$ cat src/rtl/esbp_pkg.sv
package esbp_pkg;
  typedef enum logic [2:0] {
    OP_NONE, OP_GET, OP_SET, OP_LEOI, OP_TRIG, OP_SEOI, OP_INJ
  } esb_op_e;

  localparam logic [1:0] PQ_RESET = 2'b01;
endpackage

$ cat src/rtl/esbp_decode.sv
module esbp_decode
  import esbp_pkg::*;
#(
  parameter int ADDR_W   = 24,
  parameter int NUM_DESC = 4,
  localparam int IDX_W   = (NUM_DESC > 1) ? $clog2(NUM_DESC) : 1
) (
  input  logic [4:0]          pg_shift,
  input  logic [NUM_DESC-1:0] desc_enable,
  input  logic                is_write,
  input  logic [ADDR_W-1:0]   addr,
  input  logic [1:0]          size,
  output esb_op_e             op,
  output logic                acc_ok,
  output logic [IDX_W-1:0]    idx,
  output logic                escal,
  output logic [1:0]          set_val
);
  localparam int FULL_W = ADDR_W - 13;

  logic              sh16, shift_ok, in_range, enabled;
  logic [FULL_W-1:0] full_idx;
  logic [11:0]       off;
  logic              unused_low;

  assign sh16     = (pg_shift == 5'd16);
  assign shift_ok = sh16 || (pg_shift == 5'd12);
  assign full_idx = sh16 ? FULL_W'(addr[ADDR_W-1:17]) : addr[ADDR_W-1:13];
  assign escal    = sh16 ? addr[16] : addr[12];
  assign off      = addr[11:0];
  assign set_val  = off[9:8];
  assign idx      = full_idx[IDX_W-1:0];
  assign in_range = (full_idx < FULL_W'(NUM_DESC));
  assign enabled  = in_range && desc_enable[idx];
  assign unused_low = ^off[7:0];

  always_comb begin
    op = OP_NONE;
    if (!is_write) begin
      if (!off[11])            op = OP_LEOI;
      else if (!off[10])       op = OP_GET;
      else                     op = OP_SET;
    end else begin
      unique case (off[11:10])
        2'b00:   op = OP_TRIG;
        2'b01:   op = OP_SEOI;
        2'b10:   op = escal ? OP_NONE : OP_INJ;
        default: op = OP_NONE;
      endcase
    end
  end

  assign acc_ok = shift_ok && (size == 2'd3) && enabled && (op != OP_NONE);
endmodule

$ cat src/rtl/esbp_pq_fsm.sv
module esbp_pq_fsm
  import esbp_pkg::*;
(
  input  esb_op_e    op,
  input  logic [1:0] pq_in,
  input  logic [1:0] set_val,
  output logic [1:0] pq_out,
  output logic       fwd
);
  logic [1:0] trig_pq, eoi_pq;
  logic       trig_fwd, eoi_fwd;

  always_comb begin
    unique case (pq_in)
      2'b00:   begin trig_pq = 2'b10; trig_fwd = 1'b1; end
      2'b01:   begin trig_pq = 2'b01; trig_fwd = 1'b0; end
      default: begin trig_pq = 2'b11; trig_fwd = 1'b0; end
    endcase
    unique case (pq_in)
      2'b11:   begin eoi_pq = 2'b10; eoi_fwd = 1'b1; end
      2'b01:   begin eoi_pq = 2'b01; eoi_fwd = 1'b0; end
      default: begin eoi_pq = 2'b00; eoi_fwd = 1'b0; end
    endcase
  end

  always_comb begin
    pq_out = pq_in;
    fwd    = 1'b0;
    unique case (op)
      OP_SET:          pq_out = set_val;
      OP_TRIG:         begin pq_out = trig_pq; fwd = trig_fwd; end
      OP_LEOI, OP_SEOI: begin pq_out = eoi_pq; fwd = eoi_fwd; end
      OP_INJ:          fwd = 1'b1;
      default:         ;
    endcase
  end
endmodule

$ cat src/rtl/esbp_state.sv
module esbp_state
  import esbp_pkg::*;
#(
  parameter int NUM_DESC = 4,
  localparam int IDX_W   = (NUM_DESC > 1) ? $clog2(NUM_DESC) : 1
) (
  input  logic             clk,
  input  logic             rst_n,
  input  logic [IDX_W-1:0] rd_idx,
  input  logic             rd_esc,
  output logic [1:0]       rd_pq,
  input  logic             wr_en,
  input  logic [IDX_W-1:0] wr_idx,
  input  logic             wr_esc,
  input  logic [1:0]       wr_pq
);
  logic [1:0] pq_ntf [NUM_DESC];
  logic [1:0] pq_esc [NUM_DESC];

  for (genvar g = 0; g < NUM_DESC; g++) begin : g_desc
    always_ff @(posedge clk) begin
      if (!rst_n) begin
        pq_ntf[g] <= PQ_RESET;
        pq_esc[g] <= PQ_RESET;
      end else if (wr_en && (wr_idx == IDX_W'(g))) begin
        if (wr_esc) pq_esc[g] <= wr_pq;
        else        pq_ntf[g] <= wr_pq;
      end
    end
  end

  assign rd_pq = rd_esc ? pq_esc[rd_idx] : pq_ntf[rd_idx];

  // a write that lands must alter the stored field
  assert_wb_changed_R10: assert property (@(posedge clk) disable iff (!rst_n)
    wr_en |=> (wr_esc ? pq_esc[$past(wr_idx)] : pq_ntf[$past(wr_idx)]) != $past(rd_pq));
endmodule

$ cat src/rtl/esb_page_ctl.sv
module esb_page_ctl
  import esbp_pkg::*;
#(
  parameter int ADDR_W   = 24,
  parameter int NUM_DESC = 4,
  localparam int IDX_W   = (NUM_DESC > 1) ? $clog2(NUM_DESC) : 1
) (
  input  logic                clk,
  input  logic                rst_n,
  input  logic [4:0]          pg_shift,
  input  logic [NUM_DESC-1:0] desc_enable,
  input  logic                req_valid,
  output logic                req_ready,
  input  logic                req_write,
  input  logic [ADDR_W-1:0]   req_addr,
  input  logic [1:0]          req_size,
  output logic                rsp_valid,
  input  logic                rsp_ready,
  output logic [63:0]         rsp_rdata,
  output logic                notify_valid,
  output logic [IDX_W-1:0]    notify_idx,
  output logic                notify_escal
);
  esb_op_e          op;
  logic             acc_ok, escal, fwd, accept, wr_en;
  logic [IDX_W-1:0] idx;
  logic [1:0]       set_val, pq_cur, pq_nxt, ret_val;

  esbp_decode #(.ADDR_W(ADDR_W), .NUM_DESC(NUM_DESC)) u_dec (
    .pg_shift(pg_shift), .desc_enable(desc_enable), .is_write(req_write),
    .addr(req_addr), .size(req_size), .op(op), .acc_ok(acc_ok),
    .idx(idx), .escal(escal), .set_val(set_val)
  );

  esbp_pq_fsm u_fsm (
    .op(op), .pq_in(pq_cur), .set_val(set_val), .pq_out(pq_nxt), .fwd(fwd)
  );

  esbp_state #(.NUM_DESC(NUM_DESC)) u_st (
    .clk(clk), .rst_n(rst_n), .rd_idx(idx), .rd_esc(escal), .rd_pq(pq_cur),
    .wr_en(wr_en), .wr_idx(idx), .wr_esc(escal), .wr_pq(pq_nxt)
  );

  assign req_ready = !rsp_valid || rsp_ready;
  assign accept    = req_valid && req_ready;
  assign wr_en     = accept && acc_ok && (pq_nxt != pq_cur);
  assign ret_val   = (op == OP_LEOI) ? {1'b0, fwd} : pq_cur;

  always_ff @(posedge clk) begin
    if (!rst_n) begin
      rsp_valid    <= 1'b0;
      rsp_rdata    <= '0;
      notify_valid <= 1'b0;
      notify_idx   <= '0;
      notify_escal <= 1'b0;
    end else begin
      if (accept && !req_write) begin
        rsp_valid <= 1'b1;
        rsp_rdata <= acc_ok ? {6'b0, ret_val, 56'b0} : '1;
      end else if (rsp_ready) begin
        rsp_valid <= 1'b0;
      end
      notify_valid <= accept && req_write && acc_ok && fwd;
      if (accept && req_write) begin
        notify_idx   <= idx;
        notify_escal <= escal;
      end
    end
  end

  assert_notify_after_store_R11: assert property (@(posedge clk) disable iff (!rst_n)
    notify_valid |-> $past(req_valid && req_ready && req_write));

  assert_rsp_hold_R11: assert property (@(posedge clk) disable iff (!rst_n)
    rsp_valid && !rsp_ready |=> rsp_valid && $stable(rsp_rdata));

  assert_esc_inject_silent_R8: assert property (@(posedge clk) disable iff (!rst_n)
    accept && req_write && (req_addr[11:10] == 2'b10) &&
    ((pg_shift == 5'd16) ? req_addr[16] : req_addr[12]) |=> !notify_valid);

  assert_bad_shift_R2: assert property (@(posedge clk) disable iff (!rst_n)
    accept && !req_write && (pg_shift != 5'd12) && (pg_shift != 5'd16)
    |=> rsp_rdata == '1);

  assert_trig_off_R6: assert property (@(posedge clk) disable iff (!rst_n)
    accept && req_write && (req_addr[11:10] == 2'b00) && (pq_cur == 2'b01)
    |=> !notify_valid);
endmodule

$ cat config.mk
export PLATFORM = sky130hd
export DESIGN_NAME = esb_page_ctl
export DESIGN_NICKNAME = d
export VERILOG_FILES = /design/src/rtl/esbp_pkg.sv /design/src/rtl/esbp_decode.sv /design/src/rtl/esbp_pq_fsm.sv /design/src/rtl/esbp_state.sv /design/src/rtl/esb_page_ctl.sv
export SDC_FILE = /design/constraint.sdc
export NUM_CORES = 1
export LEC_CHECK = 0
export ABC_AREA = 1
export ABC_CLOCK_PERIOD_IN_PS = 5900
export BUFFER_PORTS_ARGS = -buffer_cell sky130_fd_sc_hd__buf_2
export CORE_AREA = 2 2 81 83
export CTS_CLUSTER_DIAMETER = 40
export DETAILED_ROUTE_END_ITERATION = 8
export DIE_AREA = 0 0 83 85
export HOLD_SLACK_MARGIN = 0.02
export SYNTH_ARGS = -nofsm -noshare
export SYNTH_HDL_FRONTEND = slang
export SYNTH_SLANG_ARGS = --single-unit
$ cat constraint.sdc
create_clock -name clk -period 5.9 [get_ports clk]
set_clock_uncertainty 0.15 [all_clocks]
set_input_delay 0.295 -clock clk [delete_from_list [all_inputs] [get_ports clk]]
set_output_delay 0.295 -clock clk [all_outputs]
set_load 0.03 [all_outputs]
* After elaboration in Yosys (flattened, before gate mapping)
Memories as Yosys holds them, arrays and structs flattened. Cells that the tools add are included.
Cells by class: order comparisons 2, reductions and logical operators 25, bitwise operators 8, equality and inequality tests 16, mux-type cells 55
Operators by type and width (number):
- 2-to-1 mux 64 bit | 1
- 2-to-1 mux 1 bit | 33
- 2-to-1 mux 2 bit | 11
- logical AND 1 bit | 15
- less-than comparator 11 x 3 -> 1 bit, second input constant | 1
- 2-to-1 mux 11 bit | 1
- == test 2 bit, second input constant | 5
- == test 3 bit, second input constant | 3
- 2-to-1 mux 3 bit | 3
- one-hot mux 3 bit (3 select lines) | 1
- bitwise OR 1 bit | 8
- one-hot mux 2 bit (2 select lines) | 2
- == test 2 x 1 -> 1 bit, second input constant | 3
- == test 3 x 2 -> 1 bit, second input constant | 2
- zero test 2 bit | 3
- one-hot mux 2 bit (3 select lines) | 1
- == test 5 x 4 -> 1 bit, second input constant | 1
- == test 5 bit, second input constant | 1
- less-than comparator 2 x 3 -> 1 bit, second input constant | 1
- one-hot mux 1 bit (3 select lines) | 1
- nonzero test 3 bit | 1
- binary-select mux 1 bit (select 2 bit) | 1
- zero test 1 bit | 2
- logical OR 1 bit | 2
- other kinds (3) | 3
Storage, ports and cells: word-level logic and storage cells 113, input port bits 40, memory bits (writable) 16, output and inout bits 70, memories 2, register bits 69
Memory list:
- u_st.pq_esc | depth 4, bits a word 2, read ports 1, clocked after Yosys merged registers in 0, wr ports 4, line esbp_state.sv:18 | logic [1:0] pq_esc [NUM_DESC];
- u_st.pq_ntf | depth 4, bits a word 2, read ports 1, clocked after Yosys merged registers in 0, wr ports 4, line esbp_state.sv:17 | logic [1:0] pq_ntf [NUM_DESC];

* Depth between registers and ports, before layout
Gate-level depths: netlist of run 1.
depth after elaboration 15, mapped depth 21, mapped depth without buffers 20

* Modules after synthesis
From an unflattened synthesis of run 1, not the netlist that was laid out.
Unflattened totals: cell total of the unflattened synthesis 311, area total of the unflattened synthesis 2219.6 µm²
Modules (own cells, without submodules):
- esbp_state | area an instance 958.4 µm², sequential area each 480.5 µm², times used 1, cells each 119
- esb_page_ctl | area an instance 838.3 µm², sequential area each 160.2 µm², times used 1, cells each 114
- esbp_decode | area an instance 286.5 µm², sequential area each 0.0 µm², times used 1, cells each 52
- esbp_pq_fsm | area an instance 136.4 µm², sequential area each 0.0 µm², times used 1, cells each 26

* Worst setup path before layout of run 1
Ideal clock, no wire load.
kind input to register, from input pg_shift[1], to memory u_st.pq_esc[0][0] (enable), setup time 0.298 ns, arrival time 1.982 ns, required time 5.452 ns, buffers on the path 1, path slack 3.470 ns, stages on the path 20, path through nor2_4 nand3_4 nand2_8 nand2_4 buf_6 nand2_2 nand2_1 nand2_1 nand2_1 nand2_1 nand2_2 nand2_2 nand2_2 nand2_2 nand2_4 nand2_1 nand2_2 nand2_4 nand4_1 nand2_1
RTL lines:
- from (decl) | line esb_page_ctl.sv:10 | input logic [4:0] pg_shift,
- to (decl) | line esbp_state.sv:18

==> summary.md, run 1 <==
| Metric | Value |
|---|---|
| Grt total ovfl | `0` |
| DP HPWL | `approximately 3600 µm` |
| Sequential share of power | `0.383` |
| Clock Power Share | `0.231` |
| CP max-delay cell | `nor2_1` |
| Post-synthesis mux area share | `0` |
| CP bufs+invs | `2` |
| Post-synth cell types | `31` |
| Peak VDD IR | `0.07456 mV` |
| CP top delay family | `simple AND/OR/NAND/NOR gates` |
| Sequential element share of the synthesized area | `0.3042` |
| Net Sw Frac | `0.3988` |
| Relative slew slack | `0.6383` |
| Most frequent cells in the layout | `buf_2, nand2_1, inv_1` |
| Final number of setup-violating endpoints | `0` |
| Yosys top cell by area | `edfxtp_1` |
| Clock sink count | `24` |
| Initial drt markers | `56` |
| Post-DR wirelength/cell | `between 10 and 15 µm` |
| Pin count of the biggest net entering global routing | `between 60 and 70` |
| Die Wd | `between 80 and 90 µm` |
| Top FF cell, synth | `edfxtp_1` |
| Number of clock buffers inserted by TritonCTS | `3` |
| CTS tree | `yes` |
| Clk Tree Root Cell | `clkbuf_8` |
| Syn Area/Cell | `~7.5 µm²` |
| Most used cell, CP | `nand2_1` |
| Vias per cell | `4.499` |
| Diode count | `0` |
| Status | `finished clean` |
| Post_cts resized | `0` |
| Tightest Pin Transition | `~540 ps` |
| Postcts setup bufs | `0` |
| Adder and majority gate portion of the synthesized area | `0` |
| Reg2reg setup slack | `around 3700 ps` |
| H-tree depth | `1` |
| Area growth syn-to-layout | `8.556%` |
| Number of I/O pins | `110` |
| Psw | `between 150 and 200 µW` |
| RSZ-0062 raised after global routing | `no` |
| Die area | `a little over 0.007 mm²` |
| WP data required | `approximately 5700 ps` |
| Worst-path clk slew | `approximately 80 ps` |
| Max-cap viol count | `0` |
| CTS Buffer Depth | `2` |
| Critical Path Source Type | `input port` |
| Largest stage delay, worst path | `400 ps` |
| Post-synthesis simple-gate area fraction | `0.3571` |
| Post-CTS Hold Buffers | `0` |
| CP arrival | `2480 ps` |
| Yosys warns | `0` |
| Synth Area in Compound Gates | `0.06774` |
| Syn Nets | `between 300 and 400` |
| Crit path cell chain | `buf_2 -> nor2_4 -> nand3_4 -> o21ai_4 -> inv_2 -> nor2_1 -> nand2_1 -> nand4_1 -> nand2_1 -> nor2_1 -> nand4_1 -> nand2_1` |
| Largest cells by area after synthesis | `edfxtp_1, buf_4, nand2_1, dfxtp_1, nand3_1` |
| Pleak | `about 1.2 nW` |
| First-pass GRT wire length | `approximately 7000 µm` |
| Final Slew Violations | `0` |
| Vias | `1786` |
| Nets | `between 300 and 400` |
| Asr flop ratio synth | `0` |
| CP Class | `in2reg` |
| Fmax achieved | `about 0.38 GHz` |
| GRT Util Overall | `0.1202` |
| # fillers | `around 640` |
| Overall Power | `between 400 and 500 µW` |
| Crit end category | `flop` |
| Post-route ant nets | `0` |
| Largest family of logic cells by synthesized area | `simple AND/OR/NAND/NOR gates` |
| Share of power burned in combinational logic | `0.386` |
| Worst Path Max Fanout | `8` |
| PD cells | `around 210 mW/mm²` |
| Yosys top cell area share | `0.2282` |
| Antenna violations before repair | `0` |
| Mapped Area | `0.002106 mm²` |
| Tmin final | `between 2000 and 3000 ps` |
| Core Rows | `29` |
| Hold violation count in the final report | `0` |
| Chip Height | `around 85 µm` |
| Post-Synth XOR/XNOR Area | `0` |
| Pint | `between 200 and 300 µW` |
| Vias in the first global route | `around 1.5k` |
| Tcrit/Tclk final | `0.4488` |
| Flops & latches, synth | `24` |
| Share of cells above drive strength 1 | `0.4094` |
| Number of remaining DRC errors | `0` |
| Final setup TNS | `0 ps` |
| Mapped Cells | `280` |
| Post-synth EDFFs | `16` |
| Port buffer count | `101` |
| Core box area | `slightly above 0.006 mm²` |
| Detailed Routing Iterations Pass 1 | `4` |
| Most common cell after layout, fill and taps aside | `buf_2` |
| Initial Util | `0.3394` |
| Tightest Hold Check Type | `in2reg` |
| Drt total wl | `between 4000 and 5000 µm` |
| Clk_lat worst skew | `~270 ps` |
| GP Congestion | `a little over 0.8` |
==> flip-flops by register name, indices dropped and copies added, names as in the netlist <==
signal        cells
u_st.pq_esc       8
notify_valid      1
rsp_valid         1
notify_escal      1
rsp_rdata         3
notify_idx        2
u_st.pq_ntf       8
==> logic make-up (layout without fill, tap and decap cells) <==
logic type	count (synthesis)	count (layout)
AOI/OAI and AO/OA	20	20
buffers and inverters	89	129
DFF	24	24
and+or+nand+nor	147	147
==> worst paths after layout <==
path,endpoint,from,cells after the start
setup / recovery,u_st.pq_ntf[0][1],pg_shift[1],12
hold / removal,rsp_rdata[57],req_addr[11],3
setup reg to reg,u_st.pq_ntf[0][1],u_st.pq_ntf[0][0],15
hold reg to reg,rsp_rdata[57],rsp_rdata[57],2
==> routing by layer <==
| metal | track usage | part of all wire | vias to the layer above |
|---|---|---|---|
| met5 | 0 | 0 | - |
| met4 | 0.04024 | 0.014 | 0 |
| met3 | 0.01556 | 0.074 | 7 |
| met2 | 0.2104 | 0.48 | 71 |
| met1 | 0.1534 | 0.43 | 767 |
| li1 | - | - | 941 |
==> worst min-delay path, stage by stage <==
cell and delay, ps:
buf_2 150, nand2_1 90, a21oi_1 60
==> synth_stat cells, types with 2 or more instances <==
cell type	n
nand4_1	12
edfxtp_1	16
nor2_4	2
nand3_1	16
nor3_1	9
o31ai_1	2
dfxtp_1	8
nor3_2	2
nor2_1	17
clkbuf_1	4
nand2_4	4
inv_1	21
nand2_2	9
o21ai_4	2
o21ai_0	9
nand2_1	70
a21oi_1	3
buf_4	61
==> stage by stage <==
| stage | setup WS [ps] | area, µm² | instances | hold WS (ps) | util |
|---|---|---|---|---|---|
| after floorplan | 3470 | 2106 | 280 | 274.3 | - |
| after global placement | 3006 | 2231 | 393 | 374.4 | 0.3595 |
| after detailed placement | 2958 | 2231 | 393 | 382.3 | 0.3595 |
| after CTS | 3244 | 2286 | 397 | 212.7 | 0.3684 |
| after global routing | 3013 | 2286 | 397 | 218.7 | 0.3684 |
| final | 3252 | 2286 | 397 | 214.8 | 0.3684 |
==> cell type report <==
type	instances	area [µm²]	area share
tap	77	96.34	0.04215
timing repair buffer	102	513.0	0.2244
multi-input combinational	167	894.6	0.3914
inverter	23	86.33	0.03777
sequential	24	640.6	0.2802
clock buffer	4	55.05	0.02408
==> power groups by stage <==
stage | Sequential [mW] | Clock, mW | Combinational (mW)
5_1_grt | 0.187 | 0.122 | 0.203
2_1_floorplan | 0.201 | 0 | 0.163
3_5_place_dp | 0.190 | 0 | 0.189
4_1_cts | 0.186 | 0.115 | 0.190
3_3_place_gp | 0.190 | 0 | 0.188
6_report | 0.186 | 0.113 | 0.188
No activity file was read; power rests on OpenSTA's default activity.
==> run 2: changes to the inputs <==
--- a/config.mk
+++ b/config.mk
@@ -6,13 +6,14 @@
 export NUM_CORES = 1
 export LEC_CHECK = 0
 export ABC_AREA = 1
-export ABC_CLOCK_PERIOD_IN_PS = 5900
+export ABC_CLOCK_PERIOD_IN_PS = 2100
 export BUFFER_PORTS_ARGS = -buffer_cell sky130_fd_sc_hd__buf_2
 export CORE_AREA = 2 2 81 83
 export CTS_CLUSTER_DIAMETER = 40
 export DETAILED_ROUTE_END_ITERATION = 8
 export DIE_AREA = 0 0 83 85
 export HOLD_SLACK_MARGIN = 0.02
+export PLACE_DENSITY = 0.66
 export SYNTH_ARGS = -nofsm -noshare
 export SYNTH_HDL_FRONTEND = slang
 export SYNTH_SLANG_ARGS = --single-unit
==> constraint.sdc (replaced) <==
create_clock -name clk -period 2.1 [get_ports clk]
set_clock_uncertainty 0.15 [all_clocks]
set_input_delay 0.105 -clock clk [delete_from_list [all_inputs] [get_ports clk]]
set_output_delay 0.105 -clock clk [all_outputs]
set_load 0.03 [all_outputs]
==> summary.md, run 2 (synthesized netlist as in run 1, its figures left out) <==
| Metric | Value |
|---|---|
| Status | `finished, violations left` |
| Failing checks | `negative setup slack` |
| Relative slew slack | `0.6854 (+0.04711)` |
| CP max-delay cell | `o21ai_4` |
| Hold Startpoint | `req_addr[11]` |
| Crit end category | `flop` |
| Port buffer count | `101 (unchanged)` |
| Final setup TNS | `-4384 ps (-4384 ps)` |
| GP Congestion | `1.008 (+22%)` |
| WP data required | `1940 ps (-3800 ps)` |
| Placed instance area | `0.002445 mm² (+9.6%)` |
| Core box area | `0.006205 mm² (unchanged)` |
| Vias per cell | `4.652 (+3.4%)` |
| Hold violation count in the final report | `0 (unchanged)` |
| H-tree depth | `1 (unchanged)` |
| Post-CTS Hold Buffers | `0 (unchanged)` |
| Tcrit/Tclk final | `1.103` |
| CP arrival | `2150 ps (-330 ps)` |
| Tightest Pin Transition | `467.9 ps (-71.33 ps)` |
| CTS tree | `yes` |
| PD cells | `519.6 mW/mm² (+140%)` |
| Number of remaining DRC errors | `0 (unchanged)` |
| Area growth syn-to-layout | `34.22%` |
| Most frequent cells in the layout | `buf_2, nand2_1, buf_4` |
| R2R Path End | `u_st.pq_ntf[2][0]` |
| CTS Buffer Depth | `2 (unchanged)` |
| Clk_lat worst skew | `270 ps (about the same)` |
| Peak VDD IR | `0.4214 mV (+470%)` |
| Nets | `404 (+12%)` |
| First-pass GRT wire length | `7941 µm (+13%)` |
| Worst Path Max Fanout | `8 (unchanged)` |
| Grt total ovfl | `0 (unchanged)` |
| Most common cell after layout, fill and taps aside | `buf_2` |
| Pleak | `1.485 nW (+22%)` |
| Share of cells above drive strength 1 | `0.5785 (+0.1691)` |
| Final Slew Violations | `0 (unchanged)` |
| PnR worst setup slack | `-216.3 ps (-3468 ps)` |
| Clock sink count | `24 (unchanged)` |
| Cell depth of the worst hold path | `3 (unchanged)` |
| Design area | `0.002826 mm² (+24%)` |
| Fmax achieved | `around 0.43 GHz` |
| Initial Util | `0.3394 (unchanged)` |
| Vias in the first global route | `1745 (+15%)` |
| Number of clock buffers inserted by TritonCTS | `3 (unchanged)` |
| R2R depth | `15 (unchanged)` |
| Die Wd | `83 µm (unchanged)` |
| Most used cell, CP | `nand2_2` |
| Drt total wl | `5390 µm (+18%)` |
| Diode count | `0 (unchanged)` |
| Number of I/O pins | `110 (unchanged)` |
| GRT Util Overall | `0.1351 (+0.01493)` |
| Vias | `2047 (+15%)` |
| Die area | `0.007055 mm² (unchanged)` |
| Crit path cell chain | `buf_6 -> nor2_4 -> nand3_4 -> o21ai_4 -> clkinv_4 -> nand2_4 -> nand2_2 -> nand2_2 -> nand2_2 -> nand2_2 -> nand2_2 -> nand2_4 -> nand2_4 -> nand2_2 -> nand2_2 -> nand2_4 -> nand4_1 -> nand2_1` |
| Core Rows | `29 (unchanged)` |
| Post-route ant nets | `0 (unchanged)` |
| Detailed Routing Iterations Pass 1 | `4 (unchanged)` |
| Tmin final | `2316 ps` |
| CP bufs+invs | `2 (unchanged)` |
| Reg2reg setup slack | `-90 ps (-3790 ps)` |
| Final number of setup-violating endpoints | `32 (+32)` |
| DP HPWL | `3938 µm (+9.8%)` |
| Tightest Hold Check Type | `in2reg` |
| Chip Height | `85 µm (unchanged)` |
| Critical R2R Launch | `u_st.pq_esc[3][0]` |
| Biggest regs | `u_st.pq_esc x8, u_st.pq_ntf x8, rsp_rdata x3` |
| RSZ-0062 raised after global routing | `yes` |
| Pin count of the biggest net entering global routing | `36 (-43%)` |
| Worst-path clk slew | `90 ps (about the same)` |
| Initial drt markers | `166 (+200%)` |
| Max-cap viol count | `0 (unchanged)` |
| CP Class | `in2reg` |
| Clk Tree Root Cell | `clkbuf_8` |
| Antenna violations before repair | `0 (unchanged)` |
| Largest stage delay, worst path | `300 ps (-100 ps)` |
| CP top delay family | `simple AND/OR/NAND/NOR gates` |
| Worst Hold End | `rsp_rdata[57]` |
| Post-DR wirelength/cell | `12.25 µm (+6.2%)` |
| Critical Path Source Type | `input port` |
-- run 2: timing repair --
| item | 4_1_cts | 5_1_grt |
|---|---|---|
| buffers inserted | 8 | 10 |
| cloned | 0 | 0 |
| resized for setup | 19 | 31 |
| setup endpoints to repair | 32 | 35 |
| pin swaps | 25 | 28 |
-- run 2: power breakdown --
group | internal, mW | switching [mW] | total, mW | leakage, nW
sequential | 0.518 | 0.0139 | 0.532 | 0.219
combinational | 0.225 | 0.436 | 0.661 | 1.24
clock | 0.131 | 0.145 | 0.276 | 0.0231
-- run 2: layer usage --
| layer | up-vias | global-route usage | wire (µm) |
|---|---|---|---|
| li1 | 1029 | - | - |
| met1 | 930 | 0.1720 | 2272 |
| met2 | 84 | 0.2390 | 2691 |
| met3 | 4 | 0.03113 | 381 |
| met4 | 0 | 0.02086 | 45 |
| met5 | - | 0 | 0 |
-- run 2: stage by stage --
step                      hold slack, ps  setup slack, ps  utilization  power (mW)  std cells
after global placement             300.0           -419.9       0.3940       1.113        418
final                              25.46           -216.3       0.4555       1.469        440
after floorplan                    84.27           -137.4            -       1.025        280
after CTS                          21.73           -91.12       0.4243       1.422        430
after global routing               49.16           -362.3       0.4555       1.530        440
after detailed placement           300.0           -460.9       0.3940       1.116        418
-- run 2: final cells by class --
type	instances	area (µm²)
repair buffers	145	884.6
inverters	23	91.34
clock inverters	1	3.754
well taps	77	96.34
multi-input cells	167	1067
clock buffers	3	41.29
flip-flops and latches	24	641.9
fillers	601	3378
-- run 2: tightest hold or removal path, cell delays in order --
cell and delay (ps):
buf_2 150, nand2_1 80, a21oi_1 60
-- run 2: worst max-delay path by stage --
stage | start | endpoint | cells after the start
finish | pg_shift[1] | u_st.pq_ntf[2][0] | 18
global route | pg_shift[2] | u_st.pq_ntf[0][0] | 19
CTS | pg_shift[0] | u_st.pq_esc[1][0] | 19
detailed placement | pg_shift[2] | notify_valid | 15
global placement | pg_shift[2] | notify_valid | 15
floorplan | pg_shift[1] | u_st.pq_esc[0][0] | 20
==> run 3: changes to the inputs <==
--- a/config.mk
+++ b/config.mk
@@ -9,6 +9,7 @@
 export ABC_CLOCK_PERIOD_IN_PS = 2100
 export BUFFER_PORTS_ARGS = -buffer_cell sky130_fd_sc_hd__buf_2
 export CORE_AREA = 2 2 81 83
+export CTS_BUF_LIST = sky130_fd_sc_hd__clkbuf_4
 export CTS_CLUSTER_DIAMETER = 40
 export DETAILED_ROUTE_END_ITERATION = 8
 export DIE_AREA = 0 0 83 85
==> summary.md, run 3 (synthesized netlist as in run 1, its figures left out) <==
| Metric | Value |
|---|---|
| Status | `finished, violations left` |
| Failing checks | `negative setup slack` |
| Hold Startpoint | `rst_n` |
| Worst Path Max Fanout | `8 (unchanged)` |
| Share of cells above drive strength 1 | `0.5714 (-0.007084)` |
| Detailed Routing Iterations Pass 1 | `4 (unchanged)` |
| Post-DR wirelength/cell | `12.26 µm (+0.11%)` |
| Tmin final | `2250 ps (-66.09 ps)` |
| Crit end category | `flop` |
| Pleak | `1.481 nW (-0.31%)` |
| Crit path from | `pg_shift[1]` |
| Max-cap viol count | `0 (unchanged)` |
| Worst-path clk slew | `130 ps (+40 ps)` |
| Pin count of the biggest net entering global routing | `36 (unchanged)` |
| Core Rows | `29 (unchanged)` |
| CP Class | `in2reg` |
| Initial Util | `0.3394 (unchanged)` |
| Core box area | `0.006205 mm² (unchanged)` |
| Clock sink count | `24 (unchanged)` |
| Number of remaining DRC errors | `0 (unchanged)` |
| Biggest regs | `u_st.pq_esc x8, u_st.pq_ntf x8, rsp_rdata x3` |
| Critical R2R Launch | `u_st.pq_esc[3][0]` |
| DP HPWL | `3938 µm (unchanged)` |
| Peak VDD IR | `0.3967 mV (-5.8%)` |
| Nets | `405 (+0.25%)` |
| Initial drt markers | `158 (-4.8%)` |
| CP arrival | `2190 ps (+40 ps)` |
| Vias per cell | `4.578 (-1.6%)` |
| GP Congestion | `1.008 (unchanged)` |
| Hold WS | `58.56 ps (+33.10 ps)` |
| # fillers | `603 (+0.33%)` |
| Critical Path Source Type | `input port` |
| Die Wd | `83 µm (unchanged)` |
| RSZ-0062 raised after global routing | `yes` |
| Relative slew slack | `0.6825 (-0.002827)` |
| First-pass GRT wire length | `8017 µm (+0.96%)` |
| Clk_lat worst skew | `320 ps (+50 ps)` |
| Drt total wl | `5408 µm (+0.33%)` |
| Placed instance area | `0.002445 mm² (unchanged)` |
| Fmax achieved | `0.4444 GHz (+2.9%)` |
| Vias in the first global route | `1761 (+0.92%)` |
| H-tree depth | `1 (unchanged)` |
| Post-route ant nets | `0 (unchanged)` |
| Number of I/O pins | `110 (unchanged)` |
| Die area | `0.007055 mm² (unchanged)` |
| Clk Tree Root Cell | `clkbuf_4` |
| Port buffer count | `101 (unchanged)` |
| Final setup TNS | `-2290 ps (+2094 ps)` |
| Tightest Pin Transition | `472.1 ps (+4.206 ps)` |
| Tcrit/Tclk final | `1.072 (-0.03147)` |
| Design area | `0.002815 mm² (-0.40%)` |
| Antenna violations before repair | `0 (unchanged)` |
| WP data required | `2040 ps (+100 ps)` |
| PnR worst setup slack | `-150.2 ps (+66.09 ps)` |
| Most frequent cells in the layout | `buf_2, nand2_1, buf_4` |
| Overall Power | `1.402 mW (-4.5%)` |
| Chip Height | `85 µm (unchanged)` |
| Final number of setup-violating endpoints | `28 (-13%)` |
| Area growth syn-to-layout | `33.69%` |
| Final Slew Violations | `0 (unchanged)` |
| PD cells | `498.0 mW/mm² (-4.2%)` |
| Diode count | `0 (unchanged)` |
| Grt total ovfl | `0 (unchanged)` |
| Hold violation count in the final report | `0 (unchanged)` |
| Most common cell after layout, fill and taps aside | `buf_2` |
| Vias | `2019 (-1.4%)` |
| CTS tree | `yes` |
| GRT Util Overall | `0.1365 (+0.001439)` |
| Multi-input gate area | `0.001062 mm² (-0.47%)` |
| Register Area | `641.9 µm² (unchanged)` |
| Tightest Hold Check Type | `in2reg` |
| CTS Buffer Depth | `2 (unchanged)` |
| Number of clock buffers inserted by TritonCTS | `3 (unchanged)` |
[run 3: changes by cell type in the layout (fill, tap and decap cells not counted)]
| cell | change |
|---|---|
| buf_4 | -1 |
| nor3_1 | +1 |
| nor3_2 | -1 |
| clkbuf_4 | +3 |
| dlygate4sd3_1 | +2 |
| clkbuf_8 | -3 |
[run 3: worst paths after layout]
| kind | to | slack [ps] | cells after the start |
|---|---|---|---|
| min reg2reg | notify_escal | 400 | 4 |
| max | u_st.pq_esc[1][0] | -150 | 19 |
| max reg2reg | u_st.pq_esc[1][0] | -90 | 16 |
| min | notify_escal | 60 | 4 |
[run 3: stage by stage]
| step | utilization | instances | worst slack (ps) |
|---|---|---|---|
| after global placement | 0.3940 | 418 | -419.9 |
| after floorplan | - | 280 | -137.4 |
| after CTS | 0.4237 | 431 | -34.25 |
| after global routing | 0.4537 | 441 | -300.5 |
| after detailed placement | 0.3940 | 418 | -460.9 |
| final | 0.4537 | 441 | -150.2 |
[run 3: area by class of cell]
class,count,share of cell area
Clock inverter,1,0.001333
Inverter,23,0.03244
Multi-Input combinational cell,167,0.3773
Tap cell,77,0.03422
Timing Repair Buffer,146,0.3187
Sequential cell,24,0.2280
Clock buffer,3,0.008000
[run 3: critical path: stages]
cell and delay [ps]:
buf_6 90, nor2_4 140, nand3_4 170, o21ai_4 300
clkinv_4 160, nand2_4 100, nand2_2 60, nand2_2 70
nand2_2 70, nand2_2 80, nand2_2 70, nand2_4 80
nand2_4 50, nand2_2 60, nand2_2 60, nand2_4 100
nand4_1 190, nor2_1 150, nand2_1 70
[run 3: power by group]
| part | switching (mW) | internal, mW |
|---|---|---|
| combinational | 0.435 | 0.228 |
| clock | 0.138 | 0.0696 |
| sequential | 0.0139 | 0.518 |
| total | 0.586 | 0.816 |
[run 3: layer usage]
layer	vias to the layer above	part of all wire	GRT usage
met2	69	0.51	0.2434
met4	0	0.0089	0.02086
li1	1032	-	-
met1	912	0.41	0.1714
met5	-	0	0
met3	6	0.069	0.03307
[run 3: repair_timing]
action	CTS	global route
setup buffers	7	10
endpoints found under the hold margin	3	0
hold buffers	2	0
setup endpoints to repair	25	34
pin swaps	22	30
resized for setup	20	29
